[src/rtl/cprt_pkg.sv]
package cprt_pkg;
  typedef enum logic [2:0] {
    ST_IDLE = 3'd0,
    ST_READ = 3'd1,
    ST_WAIT = 3'd2,
    ST_GAP  = 3'd3,
    ST_EXC  = 3'd4,
    ST_DONE = 3'd5
  } state_e;

  typedef enum logic [1:0] {
    TM_OFF   = 2'b00,
    TM_FLOW  = 2'b01,
    TM_EVERY = 2'b10,
    TM_RSVD  = 2'b11
  } tmode_e;

  typedef struct packed {
    logic fin;
    logic exc;
    logic dr_hit;
  } verdict_t;
endpackage

[src/rtl/cprt_decode.sv]
module cprt_decode
  import cprt_pkg::*;
#(
  parameter int TYPE_W = 4,
  parameter int NULL_CODE = 0,
  parameter int XFER_CODE = 1,
  parameter int PEXC_CODE = 2
) (
  input  logic              full_trace,
  input  logic              ca,
  input  logic              pf,
  input  logic              dr,
  input  logic [TYPE_W-1:0] typ,
  output verdict_t          verdict
);
  localparam logic [TYPE_W-1:0] NullC = TYPE_W'(NULL_CODE);
  localparam logic [TYPE_W-1:0] XferC = TYPE_W'(XFER_CODE);
  localparam logic [TYPE_W-1:0] PexcC = TYPE_W'(PEXC_CODE);

  logic is_null, is_xfer, is_pexc;

  always_comb begin
    is_null = (typ == NullC);
    is_xfer = (typ == XferC);
    is_pexc = (typ == PexcC);
    verdict.dr_hit = is_xfer & dr;
    if (full_trace) begin
      // completion must be confirmed by the coprocessor itself
      verdict.fin = is_null & ~ca & pf;
      verdict.exc = is_pexc & ~(is_null & ~ca & pf);
    end else begin
      verdict.fin = ~ca;
      verdict.exc = 1'b0;
    end
  end
endmodule

[src/rtl/cprt_fsm.sv]
module cprt_fsm
  import cprt_pkg::*;
(
  input  logic     clk,
  input  logic     rst_n,
  input  logic     start,
  input  logic     rsp_valid,
  input  logic     rsp_ia,
  input  verdict_t verdict,
  input  logic     exc_done,
  input  logic     irq_pending,
  output state_e   state,
  output logic     start_acc,
  output logic     rsp_take,
  output logic     rd_req,
  output logic     done,
  output logic     irq_window
);
  state_e state_q, state_d;
  logic   ia_q, ia_d, ia_en;

  always_comb begin
    state_d = state_q;
    unique case (state_q)
      ST_IDLE: if (start) state_d = ST_READ;
      ST_READ: state_d = ST_WAIT;
      ST_WAIT: begin
        if (rsp_valid) begin
          if (verdict.fin)      state_d = ST_DONE;
          else if (verdict.exc) state_d = ST_EXC;
          else                  state_d = ST_GAP;
        end
      end
      ST_GAP:  state_d = ST_READ;
      ST_EXC:  if (exc_done) state_d = ST_DONE;
      ST_DONE: state_d = ST_IDLE;
      default: state_d = ST_IDLE;
    endcase
  end

  always_comb begin
    rsp_take  = (state_q == ST_WAIT) & rsp_valid;
    start_acc = (state_q == ST_IDLE) & start;
    ia_en     = rsp_take;
    ia_d      = rsp_ia;
  end

  always_ff @(posedge clk or negedge rst_n) begin
    if (!rst_n) begin
      state_q <= ST_IDLE;
      ia_q    <= 1'b0;
    end else begin
      state_q <= state_d;
      if (ia_en) ia_q <= ia_d;
    end
  end

  always_comb begin
    state      = state_q;
    rd_req     = (state_q == ST_READ);
    done       = (state_q == ST_DONE);
    irq_window = (state_q == ST_GAP) & irq_pending & ia_q;
  end
endmodule

[src/rtl/cprt_trace.sv]
module cprt_trace
  import cprt_pkg::*;
(
  input  logic       clk,
  input  logic       rst_n,
  input  logic       start_acc,
  input  logic [1:0] mode_in,
  input  logic       gen_in,
  input  logic       rsp_take,
  input  logic       dr_hit,
  input  logic       done,
  output logic       full_trace,
  output logic       trace_req
);
  tmode_e mode_q;
  logic   gen_q, dr_seen_q, trace_q;
  logic   dr_seen_d, dr_en, due;

  always_comb begin
    dr_en     = start_acc | (rsp_take & dr_hit);
    dr_seen_d = ~start_acc;
    full_trace = (mode_q == TM_EVERY) & gen_q;
    unique case (mode_q)
      TM_EVERY: due = 1'b1;
      TM_FLOW:  due = dr_seen_q;
      default:  due = 1'b0;
    endcase
  end

  always_ff @(posedge clk or negedge rst_n) begin
    if (!rst_n) begin
      mode_q    <= TM_OFF;
      gen_q     <= 1'b0;
      dr_seen_q <= 1'b0;
      trace_q   <= 1'b0;
    end else begin
      if (start_acc) begin
        mode_q <= tmode_e'(mode_in);
        gen_q  <= gen_in;
      end
      if (dr_en) dr_seen_q <= dr_seen_d;
      trace_q <= done & due;
    end
  end

  assign trace_req = trace_q;
endmodule

[src/rtl/cprt_ctrl.sv]
module cprt_ctrl
  import cprt_pkg::*;
#(
  parameter int TYPE_W = 4,
  parameter int NULL_CODE = 0,
  parameter int XFER_CODE = 1,
  parameter int PEXC_CODE = 2
) (
  input  logic              clk,
  input  logic              rst_n,
  input  logic [1:0]        trace_mode,
  input  logic              start,
  input  logic              start_gen,
  input  logic              rsp_valid,
  input  logic              rsp_ca,
  input  logic              rsp_pf,
  input  logic              rsp_ia,
  input  logic              rsp_dr,
  input  logic [TYPE_W-1:0] rsp_type,
  input  logic              exc_done,
  input  logic              irq_pending,
  output logic              rd_req,
  output logic              done,
  output logic              trace_req,
  output logic              irq_window
);
  verdict_t verdict;
  state_e   state;
  logic     full_trace, start_acc, rsp_take;

  cprt_decode #(
    .TYPE_W(TYPE_W), .NULL_CODE(NULL_CODE),
    .XFER_CODE(XFER_CODE), .PEXC_CODE(PEXC_CODE)
  ) u_decode (
    .full_trace(full_trace), .ca(rsp_ca), .pf(rsp_pf), .dr(rsp_dr),
    .typ(rsp_type), .verdict(verdict)
  );

  cprt_fsm u_fsm (
    .clk(clk), .rst_n(rst_n), .start(start), .rsp_valid(rsp_valid),
    .rsp_ia(rsp_ia), .verdict(verdict), .exc_done(exc_done),
    .irq_pending(irq_pending), .state(state), .start_acc(start_acc),
    .rsp_take(rsp_take), .rd_req(rd_req), .done(done),
    .irq_window(irq_window)
  );

  cprt_trace u_trace (
    .clk(clk), .rst_n(rst_n), .start_acc(start_acc), .mode_in(trace_mode),
    .gen_in(start_gen), .rsp_take(rsp_take), .dr_hit(verdict.dr_hit),
    .done(done), .full_trace(full_trace), .trace_req(trace_req)
  );
endmodule

[config.mk]
export PLATFORM = sky130hd
export DESIGN_NAME = cprt_ctrl
export DESIGN_NICKNAME = d
export VERILOG_FILES = /design/src/rtl/cprt_pkg.sv /design/src/rtl/cprt_decode.sv /design/src/rtl/cprt_fsm.sv /design/src/rtl/cprt_trace.sv /design/src/rtl/cprt_ctrl.sv
export SDC_FILE = /design/constraint.sdc
export NUM_CORES = 1
export LEC_CHECK = 0
export BUFFER_PORTS_ARGS = -buffer_cell sky130_fd_sc_hd__buf_2
export CORE_AREA = 2 2 39 41
export CTS_CLUSTER_DIAMETER = 150
export DETAILED_ROUTE_END_ITERATION = 10
export DIE_AREA = 0 0 41 43
export MAX_ROUTING_LAYER = met4
export PLACE_DENSITY = 0.65
export SYNTH_ARGS = -nofsm -noshare
export SYNTH_HDL_FRONTEND = slang
export SYNTH_SLANG_ARGS = --single-unit
[constraint.sdc]
create_clock -name clk -period 2.25 [get_ports clk]
set_input_delay 0.1125 -clock clk [delete_from_list [all_inputs] [get_ports clk]]
set_output_delay 0.1125 -clock clk [all_outputs]
set_load 0.01 [all_outputs]
==> impl_metrics.ini <==
[yosys]
syn_area_per_cell_um2 = 11.2
synth_cell_types = 26
syn_area_um2 = 547
async_flop_share_pct = 100
ys_seq_area_share_pct = 41.2
synth_commonest_cells = 9 x dfrtp_1, 3 x inv_1, 3 x nor3b_1, 3 x o21ai_0
yosysTopAreaCell = dfrtp_1
synth_top_area_share_pct = 41.2
synth_warnings = 0
ys_seq_elements = 9
synth_edf_count = 0
synth_top_cells_by_area = dfrtp_1 41%, mux2_4 5.5%, ha_1 4.6%, nor4b_4 4.3%, nor3b_1 4.1%
synth_nets = 68
ys.flop_type = dfrtp_1
synthMostInstantiatedCell = dfrtp_1
synthCells = 49

[sta]
finClkSkew_ns = 0.00219
tns_ns = 0
max_freq_mhz = 691
worst_pin_slew_ns = 0.455
period_needed_ns = 1.45
slew_viol_final = 0
rsz0062_at_grt = false
hold_ws_ns = 0.0547
hold_viol_final = 0
slew_headroom_pct = 69.3
period_share_pct = 64.3
setup_viol_count_final = 0
setup_ws_ns = 0.802

[clock_network]
holdBufCountCts = 1
cts_sinks = 9
ctsResizeCount = 0
cts.path.max_buffers = 2
cts_root_buffer = clkbuf_4
cts_buffers = 3
cts_htree_levels = 1
cts_tree = built
clkLatencyLatePin_ns = 0.26
cts_setup_buffers = 0
path_clk_slew_ns = 0.06

[route]
vias_per_cell = 5.25
antenna_left = 0
first_iter_violations = 12
firstDrtPassIters = 4
finalWirelength_um = 1070
drc = 0
wl_per_cell_um = 12.0
vias = 467

[global_routing]
grt_pass1_vias = 420
grt_pass1_wl_um = 1770
grt_start_max_net_pins = 10
grt_usage_pct = 15.5
overflow = 0
antenna_found_initial = 0

[place]
dp_cells = 84
place_ws_ns = 0.844
io_buffers = 20
hpwl_um = 848
gp_congestion = 0.753
placed_area_um2 = 656

[finish]
nets = 93
postLayoutCellArea_um2 = 692
final_cell_count_no_fill = 89
drive_above_1_share_pct = 45.2
areaGrowthSynthToFinish_pct = 26.5
multi_input_area_um2 = 299
finalCoreUtilization_pct = 50.0
regArea_um2 = 225
diodes = 0
nFillCells = 136

[setup_path]
critPathArrivalTime_ns = 1.34
worstRegToRegCells = 2
crit_path_start_kind = flop
end_kind = output port
critPathMaxFanout = 9
reg2reg_to = u_trace.gen_q$_DFFE_PN0P_
cp.required_ns = 2.14
r2r_start = u_fsm.state[2]$_DFFE_PN0P_
worstSetupPathType = flop to output port
rrSetupSlack_ns = 0.83

[power_and_ir_drop]
ir_worst_vdd_mv = 0.559
power.leakage_nw = 0.332
powerDensity_mw_per_mm2 = 1040
power.total_mw = 0.719

[worst_hold_path]
hold_depth = 3
hold_class = input pin to flop
hp-start = trace_mode[0]
min_to = u_trace.mode_q[0]$_DFFE_PN0P_

[floorplanning]
core_mm2 = 0.00138
die_w_um = 41
die_h_um = 43
initial_core_util_pct = 39.5
std_cell_rows = 14
pin_count = 21
die-area_mm2 = 0.00176

[run_status]
outcome = completed

[job]
max-cap-violations = 0
-- cells in the final DEF (no fill, tap or decap) --
| cell | Yosys | final |
|---|---|---|
| a41oi_1 | 2 | 2 |
| dfrtp_1 | 9 | 9 |
| inv_1 | 3 | 3 |
| nor4b_1 | 1 | 1 |
| nor2b_2 | 1 | 1 |
| o21ai_0 | 3 | 3 |
| a31oi_1 | 2 | 2 |
| nor3b_1 | 3 | 3 |
| nand2_1 | 2 | 2 |
| clkbuf_1 | 0 | 1 |
| mux2i_1 | 1 | 1 |
| a31o_2 | 1 | 1 |
| dlygate4sd3_1 | 0 | 1 |
| nor2_1 | 2 | 2 |
| and4bb_4 | 1 | 1 |
| nor4b_4 | 1 | 1 |
| nor3_1 | 2 | 2 |
| nand3b_1 | 1 | 1 |
| a211o_1 | 1 | 1 |
| mux2_4 | 2 | 2 |
| and2b_2 | 2 | 2 |
| and2_2 | 1 | 1 |
| o21ba_2 | 1 | 1 |
| nand3_1 | 1 | 1 |
| ha_1 | 2 | 2 |
| clkbuf_4 | 0 | 3 |
| and4_1 | 1 | 1 |
| buf_2 | 0 | 20 |
| a21oi_1 | 2 | 2 |
-- critical path, stage by stage (launching register included) --
cell     delay, ns
dfrtp_1       0.50
and2b_2       0.26
and4_1        0.18
buf_2         0.13
-- how the worst max path moves through the flow --
stage / start / end / slack [ns] / depth (start not counted)
CTS: u_fsm.state[2]$_DFFE_PN0P_ / irq_window / 0.80 / 3
global route: u_fsm.state[2]$_DFFE_PN0P_ / irq_window / 0.73 / 3
finish: u_fsm.state[2]$_DFFE_PN0P_ / irq_window / 0.80 / 3
detailed placement: u_fsm.state[2]$_DFFE_PN0P_ / u_trace.gen_q$_DFFE_PN0P_ / 0.84 / 2
global placement: u_fsm.state[2]$_DFFE_PN0P_ / u_trace.gen_q$_DFFE_PN0P_ / 0.88 / 2
floorplan: u_fsm.state[2]$_DFFE_PN0P_ / u_trace.gen_q$_DFFE_PN0P_ / 0.96 / 3
-- cell families after synthesis --
| group | synth area share, % |
|---|---|
| AOI/OAI and AO/OA | 15.1 |
| adders and majority gates | 4.58 |
| buffers and inverters | 4.12 |
| DFF | 41.2 |
| muxes | 7.32 |
| and+or+nand+nor | 27.7 |
-- power by group --
| part | internal, mW | switching, mW | leakage [nW] |
|---|---|---|---|
| Combinational | 0.174 | 0.117 | 0.203 |
| Sequential | 0.223 | 0.0816 | 0.114 |
| Clock | 0.0682 | 0.0541 | 0.0150 |
| Total | 0.466 | 0.253 | 0.332 |
-- sequential cells by signal (all words and copies together) (netlist names) --
register,flops
u_trace.mode_q,2
u_trace.gen_q,1
u_trace.trace_req,1
u_fsm.state,3
u_trace.dr_seen_q,1
u_fsm.ia_q,1
-- cell type report --
type	instances	area share, %
multi-input combinational	36	43.2
sequential	9	32.5
timing repair buffer	21	15.9
clock buffer	4	3.80
tap	16	2.89
inverter	3	1.63
-- routing by layer --
| layer | global-route usage, % | vias to the layer above | routed length, um | part of all wire (%) |
|---|---|---|---|---|
| li1 | - | 232 | - | - |
| met2 | 23.1 | 17 | 509 | 48 |
| met1 | 18.9 | 214 | 479 | 45 |
| met3 | 3.14 | 4 | 57 | 5.4 |
| met5 | - | - | 0 | 0 |
| met4 | 8.00 | 0 | 17 | 1.6 |
No activity file was read; power rests on OpenSTA's default activity.
